**src/rtl/xlat_walk_pkg.sv**
```systemverilog
package xlat_walk_pkg;

   typedef enum logic [1:0] {
      L1_FAULT   = 2'b00,
      L1_COARSE  = 2'b01,
      L1_SECTION = 2'b10,
      L1_FINE    = 2'b11
   } l1_kind_e;

   typedef enum logic [1:0] {
      PG_SECTION = 2'd0,
      PG_LARGE   = 2'd1,
      PG_SMALL   = 2'd2,
      PG_TINY    = 2'd3
   } pg_size_e;

   typedef enum logic [1:0] {
      W_IDLE = 2'd0,
      W_L1   = 2'd1,
      W_L2   = 2'd2
   } walk_state_e;

   // offset widths of each mapping granule
   localparam int SEC_SHIFT   = 20;
   localparam int LARGE_SHIFT = 16;
   localparam int SMALL_SHIFT = 12;
   localparam int TINY_SHIFT  = 10;
   localparam int TTB_SHIFT   = 14;
   localparam int AP_W        = 2;
   localparam int DOM_W       = 4;

endpackage

```
**src/rtl/xlat_l1_decode.sv**
```systemverilog
module xlat_l1_decode
   import xlat_walk_pkg::*;
#(
   parameter int ADDR_W  = 32,
   parameter bit FINE_EN = 1'b1
) (
   input  logic [ADDR_W-1:0] desc,
   input  logic [ADDR_W-1:0] va,
   output l1_kind_e          kind,
   output logic [ADDR_W-1:0] sec_pa,
   output logic [ADDR_W-1:0] l2_addr,
   output logic [AP_W-1:0]   ap,
   output logic [DOM_W-1:0]  dom
);

   if (FINE_EN) begin : g_fine
      assign kind = l1_kind_e'(desc[1:0]);
   end else begin : g_no_fine
      // without fine tables, that encoding is treated as a fault
      assign kind = (desc[1:0] == 2'b11) ? L1_FAULT : l1_kind_e'(desc[1:0]);
   end

   assign sec_pa = {desc[ADDR_W-1:SEC_SHIFT], va[SEC_SHIFT-1:0]};
   assign ap     = desc[11:10];
   assign dom    = desc[8:5];

   always_comb begin
      case (kind)
         L1_COARSE: l2_addr = {desc[ADDR_W-1:10], va[SEC_SHIFT-1:SMALL_SHIFT], 2'b00};
         L1_FINE:   l2_addr = {desc[ADDR_W-1:12], va[SEC_SHIFT-1:TINY_SHIFT], 2'b00};
         default:   l2_addr = '0;
      endcase
   end

   logic unused_l1_bits;
   assign unused_l1_bits = ^{desc[9], desc[4:2]};

endmodule

```
**src/rtl/xlat_l2_decode.sv**
```systemverilog
module xlat_l2_decode
   import xlat_walk_pkg::*;
#(
   parameter int ADDR_W = 32
) (
   input  logic [ADDR_W-1:0] desc,
   input  logic [ADDR_W-1:0] va,
   output logic              fault,
   output pg_size_e          size,
   output logic [ADDR_W-1:0] pa,
   output logic [AP_W-1:0]   ap
);

   assign ap = desc[5:4];

   always_comb begin
      fault = 1'b0;
      size  = PG_SMALL;
      pa    = '0;
      case (desc[1:0])
         2'b01: begin
            size = PG_LARGE;
            pa   = {desc[ADDR_W-1:LARGE_SHIFT], va[LARGE_SHIFT-1:0]};
         end
         2'b10: begin
            size = PG_SMALL;
            pa   = {desc[ADDR_W-1:SMALL_SHIFT], va[SMALL_SHIFT-1:0]};
         end
         2'b11: begin
            size = PG_TINY;
            pa   = {desc[ADDR_W-1:TINY_SHIFT], va[TINY_SHIFT-1:0]};
         end
         default: fault = 1'b1;
      endcase
   end

   logic unused_l2_bits;
   assign unused_l2_bits = ^{desc[9:6], desc[3:2]};

endmodule

```
**src/rtl/xlat_walker.sv**
```systemverilog
module xlat_walker
   import xlat_walk_pkg::*;
#(
   parameter int ADDR_W  = 32,
   parameter bit FINE_EN = 1'b1
) (
   input  logic              clk,
   input  logic              rst_n,
   input  logic              req_valid,
   input  logic [ADDR_W-1:0] req_va,
   input  logic [ADDR_W-1:0] req_ttb,
   output logic              busy,
   output logic              mem_req,
   output logic [ADDR_W-1:0] mem_addr,
   input  logic              mem_valid,
   input  logic [ADDR_W-1:0] mem_rdata,
   output logic              done_valid,
   output logic [ADDR_W-1:0] done_pa,
   output logic [1:0]        done_ap,
   output logic              fault_valid,
   output logic              fault_level,
   output logic              tlb_wr_en,
   output logic [ADDR_W-1:0] tlb_wr_va,
   output logic [ADDR_W-1:0] tlb_wr_pa,
   output logic [1:0]        tlb_wr_ap,
   output logic [1:0]        tlb_wr_size,
   output logic [3:0]        tlb_wr_dom
);

   localparam int TTB_W = ADDR_W - TTB_SHIFT;

   if (ADDR_W != 32) begin : g_bad_width
      $error("xlat_walker: descriptor layout requires ADDR_W == 32");
   end

   walk_state_e       state_q;
   logic [ADDR_W-1:0] va_q;
   logic [TTB_W-1:0]  ttb_q;
   logic [ADDR_W-1:0] l2_addr_q;
   logic [DOM_W-1:0]  dom_q;

   l1_kind_e          l1_kind;
   logic [ADDR_W-1:0] l1_sec_pa, l1_l2_addr;
   logic [AP_W-1:0]   l1_ap;
   logic [DOM_W-1:0]  l1_dom;

   logic              l2_fault;
   pg_size_e          l2_size;
   logic [ADDR_W-1:0] l2_pa;
   logic [AP_W-1:0]   l2_ap;

   xlat_l1_decode #(.ADDR_W(ADDR_W), .FINE_EN(FINE_EN)) u_l1 (
      .desc(mem_rdata), .va(va_q), .kind(l1_kind), .sec_pa(l1_sec_pa),
      .l2_addr(l1_l2_addr), .ap(l1_ap), .dom(l1_dom)
   );

   xlat_l2_decode #(.ADDR_W(ADDR_W)) u_l2 (
      .desc(mem_rdata), .va(va_q), .fault(l2_fault), .size(l2_size),
      .pa(l2_pa), .ap(l2_ap)
   );

   logic [ADDR_W-1:0] l1_fetch_addr;
   assign l1_fetch_addr = {ttb_q, va_q[ADDR_W-1:SEC_SHIFT], 2'b00};
   assign busy     = (state_q != W_IDLE);
   assign mem_req  = (state_q != W_IDLE);
   assign mem_addr = (state_q == W_L2) ? l2_addr_q : l1_fetch_addr;

   // result of the current fetch, when it ends the walk
   logic              fin_ok, fin_fault, fin_lvl, go_l2;
   logic [ADDR_W-1:0] fin_pa;
   logic [AP_W-1:0]   fin_ap;
   pg_size_e          fin_size;
   logic [DOM_W-1:0]  fin_dom;

   always_comb begin
      fin_ok    = 1'b0;
      fin_fault = 1'b0;
      fin_lvl   = 1'b0;
      go_l2     = 1'b0;
      fin_pa    = l2_pa;
      fin_ap    = l2_ap;
      fin_size  = l2_size;
      fin_dom   = dom_q;
      if (mem_valid) begin
         case (state_q)
            W_L1: begin
               case (l1_kind)
                  L1_FAULT:   fin_fault = 1'b1;
                  L1_SECTION: begin
                     fin_ok   = 1'b1;
                     fin_pa   = l1_sec_pa;
                     fin_ap   = l1_ap;
                     fin_size = PG_SECTION;
                     fin_dom  = l1_dom;
                  end
                  default:    go_l2 = 1'b1;
               endcase
            end
            W_L2: begin
               if (l2_fault) begin
                  fin_fault = 1'b1;
                  fin_lvl   = 1'b1;
               end else begin
                  fin_ok = 1'b1;
               end
            end
            default: ;
         endcase
      end
   end

   always_ff @(posedge clk) begin
      if (!rst_n) begin
         state_q     <= W_IDLE;
         va_q        <= '0;
         ttb_q       <= '0;
         l2_addr_q   <= '0;
         dom_q       <= '0;
         done_valid  <= 1'b0;
         done_pa     <= '0;
         done_ap     <= '0;
         fault_valid <= 1'b0;
         fault_level <= 1'b0;
         tlb_wr_en   <= 1'b0;
         tlb_wr_size <= '0;
         tlb_wr_dom  <= '0;
      end else begin
         done_valid  <= fin_ok;
         tlb_wr_en   <= fin_ok;
         fault_valid <= fin_fault;
         if (fin_ok) begin
            done_pa     <= fin_pa;
            done_ap     <= fin_ap;
            tlb_wr_size <= fin_size;
            tlb_wr_dom  <= fin_dom;
         end
         if (fin_fault) fault_level <= fin_lvl;
         if (go_l2) begin
            l2_addr_q <= l1_l2_addr;
            dom_q     <= l1_dom;
         end
         case (state_q)
            W_IDLE: if (req_valid) begin
               va_q    <= req_va;
               ttb_q   <= req_ttb[ADDR_W-1:TTB_SHIFT];
               state_q <= W_L1;
            end
            W_L1: begin
               if (go_l2) state_q <= W_L2;
               else if (fin_ok || fin_fault) state_q <= W_IDLE;
            end
            W_L2: if (mem_valid) state_q <= W_IDLE;
            default: state_q <= W_IDLE;
         endcase
      end
   end

   assign tlb_wr_va = va_q;
   assign tlb_wr_pa = done_pa;
   assign tlb_wr_ap = done_ap;

   logic unused_ttb_low;
   assign unused_ttb_low = ^req_ttb[TTB_SHIFT-1:0];

endmodule

```
**config.mk**
```make
export PLATFORM = sky130hd
export DESIGN_NAME = xlat_walker
export DESIGN_NICKNAME = d
export VERILOG_FILES = /design/src/rtl/xlat_walk_pkg.sv /design/src/rtl/xlat_l1_decode.sv /design/src/rtl/xlat_l2_decode.sv /design/src/rtl/xlat_walker.sv
export SDC_FILE = /design/constraint.sdc
export NUM_CORES = 1
export LEC_CHECK = 0
export ABC_CLOCK_PERIOD_IN_PS = 2100
export BUFFER_PORTS_ARGS = -buffer_cell sky130_fd_sc_hd__buf_2
export CORE_MARGIN = 4
export CORE_UTILIZATION = 30
export DETAILED_ROUTE_END_ITERATION = 6
export PLACE_DENSITY = 0.6
export SYNTH_ARGS = -nofsm -noshare
export SYNTH_HDL_FRONTEND = slang
export SYNTH_SLANG_ARGS = --single-unit
```
**constraint.sdc**
```tcl
create_clock -name clk -period 2.1 [get_ports clk]
set_input_delay 0.315 -clock clk [delete_from_list [all_inputs] [get_ports clk]]
set_output_delay 0.315 -clock clk [all_outputs]
set_load 0.02 [all_outputs]
```
== Yosys cells after proc, flatten, opt, wreduce, memory -nomap -nowiden ==
Cells that the tools add are included.

* Flip-flop bits (word level): 131
* Input bits: 100
* Output and inout port bits: 144

* Equal/unequal tests: 8
* Multiplexer cells: 34
* Reductions and logical operators: 8

{| class="wikitable"
|+ Operators by type and width
! kind !! number
|-
| 2-to-1 mux 32 bit || 4
|-
| one-hot mux 32 bit (3 select lines) || 1
|-
| one-hot mux 32 bit (2 select lines) || 1
|-
| 2-to-1 mux 2 bit || 10
|-
| 2-to-1 mux 4 bit || 3
|-
| 2-to-1 mux 1 bit || 11
|-
| equality test 2 bit, second input constant || 3
|-
| one-hot mux 2 bit (3 select lines) || 1
|-
| equality test 2 x 1 -> 1 bit, second input constant || 2
|-
| zero test 2 bit || 2
|-
| inequality test 2 bit, second input constant || 2
|-
| one-hot mux 1 bit (2 select lines) || 2
|-
| one-hot mux 2 bit (2 select lines) || 1
|-
| inequality test 3 bit, second input constant || 1
|-
| AND reduction 3 bit || 1
|-
| OR reduction 3 bit || 1
|-
| AND reduction 2 bit || 1
|-
| nonzero test 2 bit || 1
|-
| OR reduction 2 bit || 1
|-
| logical OR 1 bit || 1
|}

== Logic depth before layout (Yosys ltp) ==
Gate-level depths: netlist of the first run.

* Depth in word-level cells: 9
* Depth in mapped cells: 10

== Modules after synthesis ==
Synthesis of the first run repeated with hierarchy kept, for this count alone.

* Cells, all modules: 793
* Area total of the unflattened synthesis: 6,889.1 um^2

{| class="wikitable"
|+ Modules (own cells, without submodules)
! module !! times used !! cells each !! area each (um^2) !! sequential area each (um^2)
|-
| xlat_walker || 1 || 662 || 5,941.9 || 2,622.5
|-
| xlat_l1_decode || 1 || 87 || 631.9 || 0.0
|-
| xlat_l2_decode || 1 || 44 || 315.3 || 0.0
|}

== Worst setup path before layout of the first run ==
Ideal clock, no wire load.

* Path type: input-to-reg
* Start point: input mem_rdata[0]
* End point: register done_pa[17]
* Setup time: 0.123 ns
* Arrival: 1.641 ns
* Required time: 1.977 ns
* Slack: 0.337 ns
* Stages: 9
* Path buffers: 4
* Cells stage by stage: buf_2 -> inv_1 -> ha_1 -> buf_4 -> and3_1 -> buf_6 -> buf_6 -> a221oi_1 -> nor2_1

* Longest elaborated chain between the ends: 5
* Elaborated cells on any way between the ends: 12
* Those cells by class: eq/ne (3); mux (8); reduce/logical (1)

{| class="wikitable"
|+ Ends and longest elaborated chain
! what !! line !! RTL
|-
| start: declaration || xlat_walker.sv:16 || <nowiki>input logic [ADDR_W-1:0] mem_rdata,</nowiki>
|-
| equality test 2 x 1 -> 1 bit, or another cell as far along || xlat_l2_decode.sv:20 || <nowiki>case (desc[1:0])</nowiki>
|-
| OR reduction 3 bit (no source line) / one-hot mux 32 bit (3 select lines) (equally long branches) || - ||
|-
| 2-to-1 mux 1 bit / 2-to-1 mux 32 bit (equally long branches) || xlat_walker.sv:100, xlat_walker.sv:87 ||
|-
| one-hot mux 1 bit (2 select lines) / 2-to-1 mux 32 bit (equally long branches) || xlat_walker.sv:85 || <nowiki>case (state_q)</nowiki>
|-
| 2-to-1 mux 1 bit / 2-to-1 mux 32 bit (equally long branches) || xlat_walker.sv:84 || <nowiki>if (mem_valid) begin</nowiki>
|-
| end signal: assignment || xlat_walker.sv:132 || <nowiki>done_pa <= fin_pa;</nowiki>
|-
| end: declaration || xlat_walker.sv:18 || <nowiki>output logic [ADDR_W-1:0] done_pa,</nowiki>
|}

Parallel ways exist; a longest one is shown, timed or not.
A chain may end at the register's enable or synchronous reset.

== Worst setup path in the final report of the first run ==
* Start point: register state_q[1]
* End point: output mem_addr[30]

* Longest elaborated chain between the ends: 2

{| class="wikitable"
|+ Ends and longest elaborated chain
! what !! line !! RTL
|-
| start: declaration || xlat_walker.sv:36 || <nowiki>walk_state_e state_q;</nowiki>
|-
| start signal: assignment || xlat_walker.sv:114 || <nowiki>state_q <= W_IDLE;</nowiki>
|-
| start signal: assignment || xlat_walker.sv:146 || <nowiki>state_q <= W_L1;</nowiki>
|-
| start signal: assignment || xlat_walker.sv:149 || <nowiki>if (go_l2) state_q <= W_L2;</nowiki>
|-
| equality test 2 bit || xlat_walker.sv:66 || <nowiki>assign mem_addr = (state_q == W_L2) ? l2_addr_q : l1_fetch_addr;</nowiki>
|-
| 2-to-1 mux 32 bit || xlat_walker.sv:66 ||
|-
| end: declaration || xlat_walker.sv:14 || <nowiki>output logic [ADDR_W-1:0] mem_addr,</nowiki>
|}

No other way between the ends.

==> results.md, run 1 <==
* Via count of the first global-routing pass at 5,236
* Part of the power in combinational logic at 17.7%
* Synth Cell Area at 5710 um^2
* Met2 Track Usage GR at 27.7%
* NetSw at 1.89 mW
* Worst-skew pair later-pin latency at 0.41 ns
* Synth-to-Final Area Change at 35.6%
* Final Cycle Share at 98.7%
* Post-Place Cell Area at 6880 um^2
* Initial Utilization at 30.5%
* Iter 0 DRT Violations at 297
* First-pass GRT wire length at 29,200 um
* Met3 Resource Use GR at 5.42%
* Worst EP arrival at 1.76 ns
* Inserted Clock Buffers at 17
* Start point of the critical path: state_q[1]
* Width of the die at 146 um
* Number of top-level pins at 244
* Outcome: completed
* Final weighted congestion in routability-driven placement at 0.807
* Power per standard cell area at 865 nW/um^2
* Commonest non-fill, non-tap cells in the layout: 197 x buf_2, 169 x nand2_1, 128 x dfxtp_1
* Netlist cell types at 42
* CTS root buf: clkbuf_16
* Initial DRT Pass Iterations at 4
* Total grt overflow at 0
* Post-route core utilization at 41.4%
* # rows at 50
* Standard cell core area at 18,700 um^2
* Share of the yosys chip area belonging to registers at 45.2%
* Final count of pins violating max slew at 0
* Die Height at 146 um
* Total routed wirelength at 19,100 um
* Port Buf Inserts at 224
* Clock-pin slew on the worst setup and hold paths at 0.06 ns
* Number of nets in the finished design at 989
* Fin Clk Skew at 0.0143 ns
* Maximum frequency from static timing analysis at 483 MHz
* Minimum clock period at 2.07 ns
* Dominant register cell in the synthesized netlist: dfxtp_1
* Switching power share of the total at 28.2%
* Clock sink count at 129
* Routed length per placed instance at 17.0 um
* Maximum number of pins on one net before global-route repair at 78
* Proportion of register bits with asynchronous set or reset after synthesis at 0%
* Power share of the clock group at 42.5%
* Worst supply voltage drop on vdd at 0.545 mV
* GR met1 Demand/Resource at 22.6%
* Share of cells above drive strength 1 at 37.0%
* Via count normalized by instance count at 4.85
* Number of maximum-capacitance violations at 0
* Layer with the highest usage after global routing: met2
* Clock tree from TritonCTS: yes
* Post-detailed-placement half-perimeter wirelength at 13,200 um
* Cts hold-fix bufs at 0
* Total routing resource utilization after global routing at 17.5%
* CTS Buffer Depth at 2
* Flip-flop and latch count after synthesis at 129
* Die footprint at 21,300 um^2
* Class of the most critical setup path: register to primary output
* Number of antenna-violating nets in the routed design at 0
* Mean cell area of the mapped netlist at 8.23 um^2
* Internal power consumption at 4.81 mW
* Yosys Warn Count at 0
* Hold Path Cell Cnt at 3
* Class of the worst hold path: input pin to register
* Vias post-DR at 5,465
* Setup slack of the worst register-to-register path at 0.19 ns
* Final Instance Area at 7750 um^2
* Number of cells traversed by the worst register-to-register path at 7
* Number of standard cells after synthesis at 694
* Max Fanout on Critical Path at 6
* Number of endpoints with negative hold slack in the final report at 0
* Number of antenna violations at the first check in global routing at 3
* Most common library cell in the layout ignoring fill and taps: buf_2
* Required time of the critical path at 1.78 ns
* Leakage at 3.41 nW
* Reg-to-reg startpoint: state_q[0]
* Worst Hold End: tlb_wr_va[22]
* Final Setup Violations at 0
* DRC viols at 0
* CTS H-Tree Depth at 4
* Relative contribution of sequential cells to total power at 39.8%
* Worst hold path startpoint: req_va[22]
* Worst setup EP type: primary output
* Critical R2R Capture: state_q[0]
* Number of flops mapped to enable cells by yosys at 0
* Unrepaired setup endpoints after global routing: yes
* CP Launch Type: register
==> worst max path at each step <==
stage / cells after the start / slack, ns / end
3_5_place_dp: 7 / 0.08 / state_q[0]
4_1_cts: 5 / -0.006 / mem_addr[20]
5_1_grt: 5 / -0.03 / mem_addr[30]
3_3_place_gp: 7 / 0.1 / state_q[0]
6_report: 5 / 0.03 / mem_addr[30]
2_1_floorplan: 9 / 0.34 / done_pa[17]
==> critical path: stages, from the launching register on <==
cell and delay, ns:
dfxtp_2 0.34, buf_6 0.11, ha_4 0.23, clkbuf_16 0.19, mux2_2 0.34, buf_6 0.13
==> power by group through the flow <==
stage | clock network, mW | registers (mW) | logic, mW
global placement | 0 | 2.72 | 1.09
CTS | 2.92 | 2.67 | 1.12
finish | 2.85 | 2.67 | 1.18
global route | 3.03 | 2.69 | 1.29
detailed placement | 0 | 2.72 | 1.10
floorplan | 0 | 2.77 | 0.612
==> logic make-up (layout without fill, tap and decap cells) <==
family                   after synthesis  count (layout)  synth area share [%]
flip-flops                           129             129                  45.2
buffers and inverters                100             296                  10.5
other                                  1               4                0.0657
adder cells (fa/ha/maj)               10              10                  2.19
AO/OA/AOI/OAI                        152             152                  15.9
multiplexers                          30              30                  5.92
AND/OR/NAND/NOR                      272             272                  20.2
==> Yosys cell counts, types with 2 or more instances <==
cell,n,area share [%]
a221oi_1,18,2.8
nor3_2,2,0.35
o211ai_1,2,0.26
nand2_1,170,11
mux2_2,30,5.9
buf_2,16,1.4
nand3_1,46,4.0
a21oi_1,103,9.0
nand2_2,2,0.22
buf_6,6,1.2
dfxtp_1,129,45
ha_1,10,2.2
clkbuf_1,24,1.6
and3_1,2,0.22
nand2b_1,3,0.33
o21ai_0,11,0.96
nor2_1,29,1.9
a311oi_1,5,0.77
nand4_1,3,0.33
buf_1,3,0.20
buf_4,42,5.5
inv_1,8,0.53
nor3_1,11,0.96
==> stage by stage <==
step / hold slack, ns / total power [mW] / instances / setup WS [ns] / setup TNS (ns)
floorplan: 0.428 / 3.39 / 695 / 0.337 / 0
global placement: 0.439 / 3.81 / 1090 / 0.0983 / 0
detailed placement: 0.444 / 3.82 / 1090 / 0.0760 / 0
CTS: 0.114 / 6.71 / 1122 / -0.00599 / -0.0143
global route: 0.128 / 7.00 / 1126 / -0.0334 / -0.205
finish: 0.131 / 6.70 / 1127 / 0.0283 / 0
==> metal layers <==
layer / vias up / share of wire (%)
met5: - / 0.11
met4: 4 / 2.2
met3: 28 / 8.0
met2: 202 / 46
met1: 2525 / 44
li1: 2706 / -
==> state kept, by name (all words and copies together) (netlist names) <==
name	count
ttb_q	18
tlb_wr_dom	4
tlb_wr_va	32
tlb_wr_en	1
fault_level	1
state_q	2
done_pa	32
l2_addr_q	30
fault_valid	1
done_ap	2
tlb_wr_size	2
dom_q	4
==> cell type report <==
type	count	area, um^2
timing repair buffer	256	1670
clock inverter	10	113
clock buffer	21	450
fill	1907	11000
inverter	9	36.3
sequential	129	2580
antenna	2	5.00
multi-input combinational	466	2590
tap	234	293
==> repair_timing <==
item | in CTS | in global routing
buffers inserted | 0 | 1
setup endpoints to repair | 25 | 31
gates cloned | 1 | 2
gates resized for setup | 4 | 66
Note: power is estimated with default switching activity, not from simulation.
==> run 2: changes to the inputs <==
--- a/config.mk
+++ b/config.mk
@@ -5,7 +5,7 @@
 export SDC_FILE = /design/constraint.sdc
 export NUM_CORES = 1
 export LEC_CHECK = 0
-export ABC_CLOCK_PERIOD_IN_PS = 2100
+export ABC_CLOCK_PERIOD_IN_PS = 2350
 export BUFFER_PORTS_ARGS = -buffer_cell sky130_fd_sc_hd__buf_2
 export CORE_MARGIN = 4
 export CORE_UTILIZATION = 30
==> constraint.sdc (replaced) <==
create_clock -name clk -period 2.35 [get_ports clk]
set_input_delay 0.3525 -clock clk [delete_from_list [all_inputs] [get_ports clk]]
set_output_delay 0.3525 -clock clk [all_outputs]
set_load 0.02 [all_outputs]
==> run 2 against run 1 <==
Against the previous run: worst setup slack better by 0.066 ns; design area fell by 4.7%; total power fell by 12%; global-route usage decreased by 0.15 points; worst hold slack improved by 0.036 ns; register-to-register slack better by 0.12 ns; clock skew is 0.0061 ns lower; sequential share of layout area is 1.6 points higher; flip-flop and latch count did not move; cell count decreased by 0.80%; die area stayed put; non-clock buffer count shrank 8; critical path type unchanged; largest power group unchanged.
==> results.md, run 2 (synthesis results as in run 1) <==
* List of cells traversed by the critical path: inv_1 > ha_4 > buf_12 > mux2_2 > buf_2 (was buf_6 > ha_4 > clkbuf_16 > mux2_2 > buf_6)
* Final sum of negative setup slack at 0 ns (unchanged)
* Layout Cells excl Fill at 1,118 (was 1,127)
* Outcome: completed (unchanged)
* Minimum clock period at 2.26 ns
* Clock sink count at 129 (unchanged)
* Worst path top cell family by delay: buffers and inverters (unchanged)
* Max Fanout on Critical Path at 25 (was 6)
* Fillers at 1,916 (was 1,907)
* Power per standard cell area at 796 nW/um^2 (was 865 nW/um^2)
* Cts hold-fix bufs at 0 (unchanged)
* Via count of the first global-routing pass at 5,256 (was 5,236)
* Via count normalized by instance count at 4.92 (was 4.85)
* Clock-pin slew on the worst setup and hold paths at 0.06 ns (about the same)
* Vias post-DR at 5,501 (was 5,465)
* Final Setup Violations at 0 (unchanged)
* Final count of pins violating max slew at 0 (unchanged)
* Number of maximum-capacitance violations at 0 (unchanged)
* Hold Path Cell Cnt at 3 (unchanged)
* Initial DRT Pass Iterations at 5 (was 4)
* Number of nets in the finished design at 981 (was 989)
* Required time of the critical path at 2.00 ns (was 1.78 ns)
* Post-detailed-placement half-perimeter wirelength at 13,200 um (about the same)
* CP Launch Type: register (unchanged)
* CTS root buf: clkbuf_16 (unchanged)
* DRC viols at 0 (unchanged)
* Leakage at 3.30 nW (was 3.41 nW)
* Commonest non-fill, non-tap cells in the layout: 224 x buf_2, 169 x nand2_1, 129 x dfxtp_1 (was 197 x buf_2, 169 x nand2_1, 128 x dfxtp_1)
* Standard cell core area at 18,700 um^2 (unchanged)
* Number of antenna-violating nets in the routed design at 0 (unchanged)
* Most common library cell in the layout ignoring fill and taps: buf_2 (unchanged)
* CTS Buffer Depth at 2 (unchanged)
* Total buffers and inverters traversed by the critical path at 3 (unchanged)
* Placed cell count at 1,086 (was 1,090)
* Clock tree from TritonCTS: yes (unchanged)
* Fin Clk Skew at 0.00821 ns (was 0.0143 ns)
* Share of cells above drive strength 1 at 36.5% (was 37.0%)
* Number of antenna violations at the first check in global routing at 2 (was 3)
* Initial Utilization at 30.5% (unchanged)
* Routed length per placed instance at 16.7 um (was 17.0 um)
* CTS H-Tree Depth at 4 (unchanged)
* Worst supply voltage drop on vdd at 0.466 mV (was 0.545 mV)
* Worst-skew pair later-pin latency at 0.42 ns (was 0.41 ns)
* Total grt overflow at 0 (unchanged)
* Number of endpoints with negative hold slack in the final report at 0 (unchanged)
* Total routing resource utilization after global routing at 17.3% (was 17.5%)
* Maximum frequency from static timing analysis at 443 MHz
* Count of cell instances traversed by the critical path at 5 (unchanged)
* Inserted Clock Buffers at 17 (unchanged)
* # rows at 50 (unchanged)
* Synth-to-Final Area Change at 29.3% (was 35.6%)
* Width of the die at 146 um (unchanged)
* Port Buf Inserts at 224 (unchanged)
* Iter 0 DRT Violations at 290 (was 297)
* Cell at the slowest stage of the critical path: mux2_2 (was dfxtp_2)
* Die footprint at 21,300 um^2 (unchanged)
* Class of the worst hold path: input pin to register (unchanged)
* Critical Path Max Stage Delay at 0.36 ns (was 0.34 ns)
* Maximum number of pins on one net before global-route repair at 78 (unchanged)
* Total routed wirelength at 18,700 um (was 19,100 um)
* First-pass GRT wire length at 29,100 um (was 29,200 um)
* Number of top-level pins at 244 (unchanged)
* Worst setup EP type: primary output (unchanged)
* Number of cells traversed by the worst register-to-register path at 7 (unchanged)
* Worst EP arrival at 1.90 ns (was 1.76 ns)
* Final Cycle Share at 96.0%
* Unrepaired setup endpoints after global routing: no (was yes)
* WHS at 0.166 ns (was 0.131 ns)
* Class of the most critical setup path: register to primary output (unchanged)
* Die Height at 146 um (unchanged)
* Post-CTS setup repair buffer count at 0 (unchanged)
* Post-cts gate resize count at 1 (was 4)
* Final weighted congestion in routability-driven placement at 0.788 (was 0.807)
-- run 2: path summary, 6_finish.rpt --
check / slack (ns) / endpoint / from
max: 0.09 / mem_addr[20] / state_q[0]
min: 0.17 / tlb_wr_va[22] / req_va[22]
min reg2reg: 0.45 / l2_addr_q[24] / l2_addr_q[24]
max reg2reg: 0.31 / done_pa[30] / state_q[1]
-- run 2: report_power, final --
| part | leakage [nW] | internal (mW) | switching, mW |
|---|---|---|---|
| combinational | 1.98 | 0.332 | 0.616 |
| sequential | 1.05 | 2.30 | 0.0851 |
| clock | 0.274 | 1.57 | 0.970 |
-- run 2: routing by layer --
metal / track usage, % / wire length, um / up-vias / part of all wire [%]
met1: 22.2 / 8140 / 2537 / 44
li1: - / - / 2696 / -
met2: 27.5 / 8660 / 242 / 46
met5: 0 / 21 / - / 0.11
met4: 5.27 / 304 / 4 / 1.6
met3: 6.23 / 1560 / 22 / 8.4
-- run 2: final cells by class --
type	instances	area, um^2	area share, %
clock inverters	12	118	1.59
diodes	1	2.50	0.0339
repair buffers	248	1340	18.1
clock buffers	19	443	6.00
flip-flops and latches	129	2580	35.0
multi-input cells	466	2570	34.8
inverters	9	36.3	0.492
well taps	234	293	3.97
-- run 2: metrics by stage --
stage | worst slack, ns | total power [mW] | instance area, um^2 | util, %
after detailed placement | 0.261 | 3.39 | 6810 | 36.4
after CTS | 0.0629 | 5.96 | 7380 | 39.4
after global routing | 0.00654 | 6.16 | 7380 | 39.4
after floorplan | 0.549 | 3.03 | 5710 | -
after global placement | 0.292 | 3.38 | 6810 | 36.4
final | 0.0944 | 5.87 | 7380 | 39.5
-- run 2: worst register-to-register path: cells and delay by family (launching register included) --
family | cells | cell delay (ns)
and+or+nand+nor | 2 | 0.23
adders and majority gates | 1 | 0.34
AOI/OAI and AO/OA | 2 | 0.50
buffers and inverters | 2 | 0.45
DFF | 1 | 0.44
